[config.mk]
export PLATFORM = sky130hd
export DESIGN_NAME = tdma_slot_sequencer
export DESIGN_NICKNAME = d
export VERILOG_FILES = /design/src/rtl/tdma_seq_pkg.sv /design/src/rtl/tdma_dur_regs.sv /design/src/rtl/tdma_phase_timer.sv /design/src/rtl/tdma_irq_ctrl.sv /design/src/rtl/tdma_slot_sequencer.sv
export SDC_FILE = /design/constraint.sdc
export NUM_CORES = 1
export LEC_CHECK = 0
export BUFFER_PORTS_ARGS = -buffer_cell sky130_fd_sc_hd__buf_2
export CORE_UTILIZATION = 45
export CTS_CLUSTER_SIZE = 40
export DETAILED_ROUTE_END_ITERATION = 8
export PLACE_DENSITY = 0.65
export SLEW_MARGIN = 20
export SYNTH_ARGS = -nofsm -noshare
export SYNTH_HDL_FRONTEND = slang
export SYNTH_HIERARCHICAL = 1
export SYNTH_SLANG_ARGS = --single-unit
[constraint.sdc]
create_clock -name clk -period 3 [get_ports clk]
set_input_delay 0.6 -clock clk [delete_from_list [all_inputs] [get_ports clk]]
set_output_delay 0.6 -clock clk [all_outputs]
set_load 0.05 [all_outputs]
[src/rtl/tdma_seq_pkg.sv]
// Shared definitions for the time-slot sequencer.
// Assumes at most eight slots, so a 4-bit configuration address suffices.
package tdma_seq_pkg;
    localparam int MAX_SLOTS     = 8;
    localparam int CFG_ADDR_W    = 4;
    localparam int SCHED_REG_ADDR = 8;

    typedef enum logic {
        PH_START = 1'b0,
        PH_END   = 1'b1
    } phase_e;
endpackage

[src/rtl/tdma_dur_regs.sv]
// Duration register bank: one register per slot plus the scheduler register.
// Assumes the caller gates wr_en so that writes only occur while disabled.
module tdma_dur_regs #(
    parameter int NUM_SLOTS = 4,
    parameter int DUR_W     = 16,
    parameter int ADDR_W    = 4,
    parameter int SLOT_W    = 2
) (
    input  logic              clk,
    input  logic              rst_n,
    input  logic              wr_en,
    input  logic [ADDR_W-1:0] wr_addr,
    input  logic [DUR_W-1:0]  wr_data,
    input  logic [SLOT_W-1:0] rd_slot,
    output logic [DUR_W-1:0]  rd_dur,
    output logic [DUR_W-1:0]  sched_dur
);
    logic [DUR_W-1:0] slot_dur_q [NUM_SLOTS];

    for (genvar g = 0; g < NUM_SLOTS; g++) begin : g_slot_reg
        // Hold the programmed duration of slot g.
        always_ff @(posedge clk) begin
            if (!rst_n)
                slot_dur_q[g] <= '0;
            else if (wr_en && wr_addr == ADDR_W'(g))
                slot_dur_q[g] <= wr_data;
        end
    end

    // Hold the scheduler duration.
    always_ff @(posedge clk) begin
        if (!rst_n)
            sched_dur <= '0;
        else if (wr_en && wr_addr == ADDR_W'(tdma_seq_pkg::SCHED_REG_ADDR))
            sched_dur <= wr_data;
    end

    // Select the duration of the requested slot.
    always_comb begin
        rd_dur = '0;
        for (int i = 0; i < NUM_SLOTS; i++)
            if (rd_slot == SLOT_W'(i))
                rd_dur = slot_dur_q[i];
    end
endmodule

[src/rtl/tdma_phase_timer.sv]
// Down-counting phase timer. A load sets the count to the given duration,
// with zero treated as one. While run is high it counts down and flags
// expire in its final cycle. Assumes the owner reloads it on expiry.
module tdma_phase_timer #(
    parameter int DUR_W = 16
) (
    input  logic             clk,
    input  logic             rst_n,
    input  logic             load,
    input  logic [DUR_W-1:0] load_val,
    input  logic             run,
    output logic             expire
);
    logic [DUR_W-1:0] cnt_q;
    logic [DUR_W-1:0] eff_val;

    // Map a zero duration onto one cycle.
    always_comb eff_val = (load_val == '0) ? DUR_W'(1) : load_val;

    // Flag the last cycle of a running countdown.
    always_comb expire = run && (cnt_q == DUR_W'(1));

    // Load or step the countdown.
    always_ff @(posedge clk) begin
        if (!rst_n)
            cnt_q <= DUR_W'(1);
        else if (load)
            cnt_q <= eff_val;
        else if (run && cnt_q != DUR_W'(1))
            cnt_q <= cnt_q - DUR_W'(1);
    end
endmodule

[src/rtl/tdma_irq_ctrl.sv]
// Interrupt latch with acknowledge and a saturating overrun counter.
// A new event wins over an acknowledge in the same cycle.
module tdma_irq_ctrl #(
    parameter int CNT_W = 8
) (
    input  logic             clk,
    input  logic             rst_n,
    input  logic             event_i,
    input  logic             ack_i,
    output logic             irq_o,
    output logic [CNT_W-1:0] overrun_o
);
    // Set on an event, clear on acknowledge.
    always_ff @(posedge clk) begin
        if (!rst_n)
            irq_o <= 1'b0;
        else if (event_i)
            irq_o <= 1'b1;
        else if (ack_i)
            irq_o <= 1'b0;
    end

    // Count events that land on an unacknowledged interrupt.
    always_ff @(posedge clk) begin
        if (!rst_n)
            overrun_o <= '0;
        else if (event_i && irq_o && !ack_i && overrun_o != {CNT_W{1'b1}})
            overrun_o <= overrun_o + CNT_W'(1);
    end
endmodule

[src/rtl/tdma_slot_sequencer.sv]
// Time-slot sequencer top. Each slot runs a first phase timed by the
// scheduler duration, which ends with a dispatch strobe, and then a second
// phase timed by the slot's own duration, which ends with a slot advance.
// Assumes durations are written only while enable is low.
module tdma_slot_sequencer #(
    parameter int NUM_SLOTS = 4,
    parameter int DUR_W     = 16,
    parameter int CNT_W     = 8,
    localparam int SLOT_W   = (NUM_SLOTS > 1) ? $clog2(NUM_SLOTS) : 1,
    localparam int ADDR_W   = tdma_seq_pkg::CFG_ADDR_W
) (
    input  logic              clk,
    input  logic              rst_n,
    input  logic              enable,
    input  logic              cfg_we,
    input  logic [ADDR_W-1:0] cfg_addr,
    input  logic [DUR_W-1:0]  cfg_wdata,
    input  logic              irq_ack,
    output logic [SLOT_W-1:0] slot_idx,
    output logic              phase_end,
    output logic              dispatch_valid,
    output logic [SLOT_W-1:0] dispatch_slot,
    output logic              irq,
    output logic [CNT_W-1:0]  overrun_cnt
);
    import tdma_seq_pkg::*;

    phase_e            phase_q;
    logic [SLOT_W-1:0] slot_q;
    logic [SLOT_W-1:0] next_slot;
    logic [SLOT_W-1:0] rd_slot;
    logic [DUR_W-1:0]  rd_dur;
    logic [DUR_W-1:0]  sched_dur;
    logic              sched_run, slot_run;
    logic              sched_exp, slot_exp;
    logic              timers_load;
    logic              phase_event;

    // Next slot number, wrapping after the last slot.
    always_comb
        next_slot = (slot_q == SLOT_W'(NUM_SLOTS - 1)) ? '0 : slot_q + SLOT_W'(1);

    // Timer control: both reload while disabled and on every slot advance.
    always_comb begin
        sched_run   = enable && (phase_q == PH_START);
        slot_run    = enable && (phase_q == PH_END);
        timers_load = !enable || slot_exp;
        rd_slot     = enable ? next_slot : '0;
        phase_event = sched_exp || slot_exp;
    end

    tdma_dur_regs #(
        .NUM_SLOTS(NUM_SLOTS), .DUR_W(DUR_W), .ADDR_W(ADDR_W), .SLOT_W(SLOT_W)
    ) u_regs (
        .clk(clk), .rst_n(rst_n),
        .wr_en(cfg_we && !enable), .wr_addr(cfg_addr), .wr_data(cfg_wdata),
        .rd_slot(rd_slot), .rd_dur(rd_dur), .sched_dur(sched_dur)
    );

    tdma_phase_timer #(.DUR_W(DUR_W)) u_sched_tmr (
        .clk(clk), .rst_n(rst_n), .load(timers_load), .load_val(sched_dur),
        .run(sched_run), .expire(sched_exp)
    );

    tdma_phase_timer #(.DUR_W(DUR_W)) u_slot_tmr (
        .clk(clk), .rst_n(rst_n), .load(timers_load), .load_val(rd_dur),
        .run(slot_run), .expire(slot_exp)
    );

    tdma_irq_ctrl #(.CNT_W(CNT_W)) u_irq (
        .clk(clk), .rst_n(rst_n), .event_i(phase_event), .ack_i(irq_ack),
        .irq_o(irq), .overrun_o(overrun_cnt)
    );

    // Phase and slot state machine.
    always_ff @(posedge clk) begin
        if (!rst_n || !enable) begin
            phase_q <= PH_START;
            slot_q  <= '0;
        end else if (sched_exp) begin
            phase_q <= PH_END;
        end else if (slot_exp) begin
            phase_q <= PH_START;
            slot_q  <= next_slot;
        end
    end

    // One-cycle dispatch strobe carrying the slot number.
    always_ff @(posedge clk) begin
        if (!rst_n) begin
            dispatch_valid <= 1'b0;
            dispatch_slot  <= '0;
        end else begin
            dispatch_valid <= sched_exp;
            if (sched_exp)
                dispatch_slot <= slot_q;
        end
    end

    assign slot_idx  = slot_q;
    assign phase_end = (phase_q == PH_END);
endmodule

---- Word level (Yosys, flattened, before mapping) ----
Memory sizes are Yosys's and may differ from the RTL's.
Cells that the tools add are included.
word-level totals
  RAM bits ................................ 64
  memories kept ........................... 1
  output and inout port bits .............. 15
  bits of input ports ..................... 25
  bits in read-only memories .............. 0
  bits in registers ....................... 63
  logic and storage cells ................. 96
  bits in latches ......................... 0
operators by class
  order comparisons ....................... 0
  bitwise logic cells ..................... 6
  reductions and logical operators ........ 30
  shift operators ......................... 0
  eq/ne operators ......................... 13
  div/mod/pow operators ................... 0
  $mul .................................... 0
  add/subtract/negate cells ............... 4
  mux-type cells .......................... 33
memory list
  memory             words  bits a word  read ports  clocked after Yosys merged registers in  wr ports  RTL line             RTL
  u_regs.slot_dur_q  4      16           4           0                                        4         tdma_dur_regs.sv:18  logic [DUR_W-1:0] slot_dur_q [NUM_SLOTS];
operators with widths
  cell                                                                    number
  16-bit two-way mux                                                      14
  16-bit by 1-bit equality test with 1-bit output, second input constant  2
  16-bit logical NOT                                                      2
  16-bit by 1-bit != test with 1-bit output, second input constant        2
  16-bit by 1-bit subtractor with 16-bit output, second input constant    2
  1-bit two-way mux                                                       17
  1-bit logical AND                                                       15
  8-bit by 1-bit adder with 8-bit output, second input constant           1
  4-bit by 2-bit equality test with 1-bit output, second input constant   2
  8-bit != test, second input constant                                    1
  2-bit nonzero test                                                      4
  2-bit equality test, second input constant                              3
  4-bit by 1-bit equality test with 1-bit output, second input constant   1
  4-bit equality test, second input constant                              1
  4-bit logical NOT                                                       1
  2-bit two-way mux                                                       2
  1-bit OR                                                                4
  1-bit logical NOT                                                       3
  1-bit logical OR                                                        3
  2-bit by 1-bit adder with 2-bit output, second input constant           1
  2-bit by 1-bit equality test with 1-bit output, second input constant   1
  2-bit logical NOT                                                       1
  1-bit inverter                                                          2
  2-bit AND reduction                                                     1

---- Longest topological paths before layout ----
  depth after elaboration ................. 11
  gate-level depth with buffers ........... 13
  gate-level depth less buffers ........... 12

---- Cells and area by module ----
Netlist, hierarchy kept.
modules (own cells, without submodules)
  module                           area an instance (um^2)  times used  cells an instance  seq. area each (um^2)
  tdma_dur_regs                    3,518.4                  1           236                2,242.2
  tdma_phase_timer at u_sched_tmr  1,061.0                  1           130                320.3
  tdma_phase_timer at u_slot_tmr   996.0                    1           120                320.3
  tdma_irq_ctrl                    473.0                    1           53                 180.2
  tdma_slot_sequencer              286.5                    1           31                 120.1

---- Worst setup path before layout ----
Ideal clock, no wire load.
  kind .................................... input port to flip-flop
  start ................................... input port cfg_we
  end ..................................... memory u_regs.slot_dur_q[0][0], enable pin
  data arrival time ....................... 2.671 ns
  library setup time ...................... 0.415 ns
  setup slack ............................. -0.086 ns
  path buffers ............................ 0
  stages on the path ...................... 3
  required time ........................... 2.585 ns
  cell sequence ........................... nor2b_1 or3b_2 o31ai_1
RTL lines
  element             RTL line                   RTL
  start: declaration  tdma_slot_sequencer.sv:15  input logic cfg_we,
  end: declaration    tdma_dur_regs.sv:18

---- Worst setup path after layout ----
  start ................................... register u_sched_tmr.cnt_q[6]
  end ..................................... register u_irq.overrun_o[7]
between the ends
  longest elaborated chain between the ends .. 6
RTL lines
  element                                          RTL line                   RTL
  start: declaration                               tdma_phase_timer.sv:14     logic [DUR_W-1:0] cnt_q;
  start signal: assignment                         tdma_phase_timer.sv:28     cnt_q <= eff_val;
  start signal: assignment                         tdma_phase_timer.sv:30     cnt_q <= cnt_q - DUR_W'(1);
  16-bit by 1-bit equality test with 1-bit output  tdma_phase_timer.sv:21     always_comb expire = run && (cnt_q == DUR_W'(1));
  1-bit logical AND                                tdma_phase_timer.sv:21
  named net sched_exp                              tdma_slot_sequencer.sv:35  logic sched_exp, slot_exp;
  1-bit logical OR                                 tdma_slot_sequencer.sv:49  phase_event = sched_exp || slot_exp;
  named net phase_event                            tdma_slot_sequencer.sv:37  logic phase_event;
  1-bit logical AND (3 in a row)                   tdma_irq_ctrl.sv:27        else if (event_i && irq_o && !ack_i && overrun_o != {CNT_W{1'b1}})
  end signal: assignment                           tdma_irq_ctrl.sv:28        overrun_o <= overrun_o + CNT_W'(1);
  end: declaration                                 tdma_irq_ctrl.sv:11        output logic [CNT_W-1:0] overrun_o
The timed path passes the listed nets, and every way through them passes these cells.
A chain may end at the register's enable or synchronous reset.

==> out/results.ini <==
[run_status]
status=finished, final reports clean

[pwr]
leakagePower_uw=0.00271
peakVddDrop_mv=0.446
power_uw=4450
p_per_area_nw_per_um2=599

[detailed_routing]
wire_per_inst_um=17.5
ant_nets=0
wirelength_mm=14.3
dr.pass1.iters=5
drc_errors=0
drt_iter0_markers=291
viasPerCell=5.68
num_vias=4626

[grt]
antenna_found_initial=0
grt_pass1_vias=4657
grt_usage_pct=21.1
grt_start_max_net_pins=49
overflow=0
grt_pass1_wl_mm=23.3

[clock_network]
htree_levels=4
cts_root_buffer=clkbuf_16
cts_sinks=127
cts_setup_buffers=0
clk_path_buf_depth=2
insertion_delay_ns=0.42
postCtsHoldBufs=0
cts_buffers=17
cts_tree=done
cts_resized=0
clkTransAtPathRegs_ns=0.05

[finish]
final_cell_count_no_fill=814
antenna_cells=0
fill_cells=1152
fin_nets=656
layout_common_cells=and2_1 (70), edfxtp_1 (64), dfxtp_1 (61)
final_area_um2=7420
syn_to_final_growth_pct=17.1
drive_above_1_share_pct=21.0
layout_commonest_cell=and2_1

[yosys]
synth_top_area_cell=edfxtp_1
synth_fp_nets=601
synth_top_area_share_pct=30.3
dominantRegCellSynth=edfxtp_1
ys_warn_count=6
syn_inst=570
syn_area_per_cell_um2=11.1
netlist_area_um2=6330
ys_top_cells_by_area=edfxtp_1 (30%), dfxtp_1 (20%), and2_1 (6.9%)
synth_edf_count=64
synth_cell_types=73
synth-async-reset-ratio_pct=0
ys_ff_latch=127
synth_seq_area_share_pct=50.2

[sta]
hold_violations=0
setup_ws_ns=0.137
fmax_ghz=0.349
fin_crit_sh_pct=95.4
drv_slew=0
fin_crit_ns=2.86
grt_setup_unrepaired=false
worstMarginPinSlew_ns=0.741
slew-limit-headroom_pct=50.2
finalSetupViolations=0
clock_skew_ns=0.00563

[setup_path]
end_kind=flop
worstReg2RegEnd=u_irq/overrun_o[7]
crit_required_ns=3.30
startpoint_type=flop
r2r_start=u_sched_tmr/cnt_q[6]
path_max_fanout=7
cp_data_arrival_time_ns=3.17
rr_worst_depth=8
r2r_slack_ns=0.14
worstSetupPathType=reg -> reg

[place]
gp_congestion=0.908
placement.io_buffers=39
dp_hpwl_mm=9.92
dpl-instance-area_um2=6790
dp_worst_setup_slack_ns=0.0713
dpl.cell_count=782

[floorplan]
fp-row-count=42
core_region_area_um2=13500
die_x_um=121
die_h_um=121
io_pins=40
dieArea_um2=14600
initial_utilization_pct=46.9

[min_path]
hold_depth=3
hold_end=u_regs/sched_dur[6]
worstHoldStart=cfg_wdata[6]
hp-class=in -> reg

[run]
maxCapViolCount=0

routing by layer:
layer	share of wire (%)	wire length, um	global-route usage, %
met1	43	6130	25.2
met5	0	0	0
met4	2.0	290	9.49
met2	51	7290	36.5
met3	3.8	547	4.25
synthesized netlist by cell type, types with 3 or more instances:
cell type and instances:
edfxtp_1 64, o211a_1 3, buf_6 3, nand4_1 3, a211oi_1 5, buf_2 5, clkbuf_1 10, nor2_1 16
or3_1 6, and2_1 70, o211ai_1 4, mux4_2 16, nand3_1 11, dfxtp_1 63, a41oi_1 3, and3_1 3
nor2_2 3, nand2_1 60, o21ai_0 31, mux2i_1 25, xor2_1 6, nor3_1 9, a22oi_1 3, inv_1 12
a21oi_1 26, clkbuf_2 3, ha_1 6, nor4_1 16, nand2b_1 5, a31oi_1 4, o31ai_1 5, nor2b_1 7
xnor2_1 9, o21a_1 3
flip-flops by register name, indices dropped and copies added, names as in the netlist:
name	cells
u_regs/sched_dur	16
u_irq/overrun_o	8
u_irq/irq_o	1
phase_end	1
u_regs/slot_dur_q	64
dispatch_slot	2
u_sched_tmr/cnt_q	16
u_slot_tmr/cnt_q	16
slot_idx	2
dispatch_valid	1
cell families after synthesis:
kind of cell             share of synthesized area, %
XOR/XNOR                                         2.07
AO/OA/AOI/OAI                                    10.4
buffers and inverters                            3.28
multiplexers                                     9.99
adder cells (fa/ha/maj)                          1.19
AND/OR/NAND/NOR                                  22.8
flip-flops                                       50.2
where the power goes:
part	internal, uW	total (uW)	switching (uW)
sequential	1900	1950	50.7
combinational	156	389	233
clock	1400	2110	707
final cells by class:
| class | instances | area, um2 | area share [%] |
|---|---|---|---|
| Sequential cell | 127 | 3190 | 42.9 |
| Multi-Input combinational cell | 405 | 2980 | 40.2 |
| Clock buffer | 23 | 458 | 6.17 |
| Timing Repair Buffer | 61 | 385 | 5.19 |
| Tap cell | 176 | 220 | 2.97 |
| Clock inverter | 9 | 141 | 1.91 |
| Inverter | 13 | 48.8 | 0.658 |
stage by stage:
| step | hold WS [ns] | util (%) | TNS [ns] |
|---|---|---|---|
| detailed placement | 0.468 | 50.3 | 0 |
| finish | 0.470 | 54.9 | 0 |
| floorplan | 0.442 | - | -0.807 |
| CTS | 0.452 | 54.7 | 0 |
| global placement | 0.460 | 50.3 | 0 |
| global route | 0.475 | 54.9 | 0 |
how the worst max path moves through the flow:
stage | endpoint | startpoint | cells after the start | slack [ns]
3_3_place_gp | u_irq/overrun_o[7] | u_sched_tmr/cnt_q[6] | 8 | 0.13
6_report | u_irq/overrun_o[7] | u_sched_tmr/cnt_q[6] | 8 | 0.14
4_1_cts | u_slot_tmr/cnt_q[0] | u_slot_tmr/cnt_q[6] | 11 | 0.04
2_1_floorplan | u_regs/slot_dur_q[1][0] | cfg_we | 3 | -0.02
3_5_place_dp | u_slot_tmr/cnt_q[0] | u_slot_tmr/cnt_q[6] | 11 | 0.07
5_1_grt | u_slot_tmr/cnt_q[6] | slot_idx[0] | 10 | 0.009
critical path, stage by stage, from the launching register on:
cell and delay, ns:
dfxtp_1 0.35, or4_4 0.58, or3_1 0.35, nor4_1 0.30, buf_4 0.24, or2_1 0.19, nand3b_4 0.11, or3_1 0.38
o221a_1 0.26
Note: power is estimated with default switching activity, not from simulation.
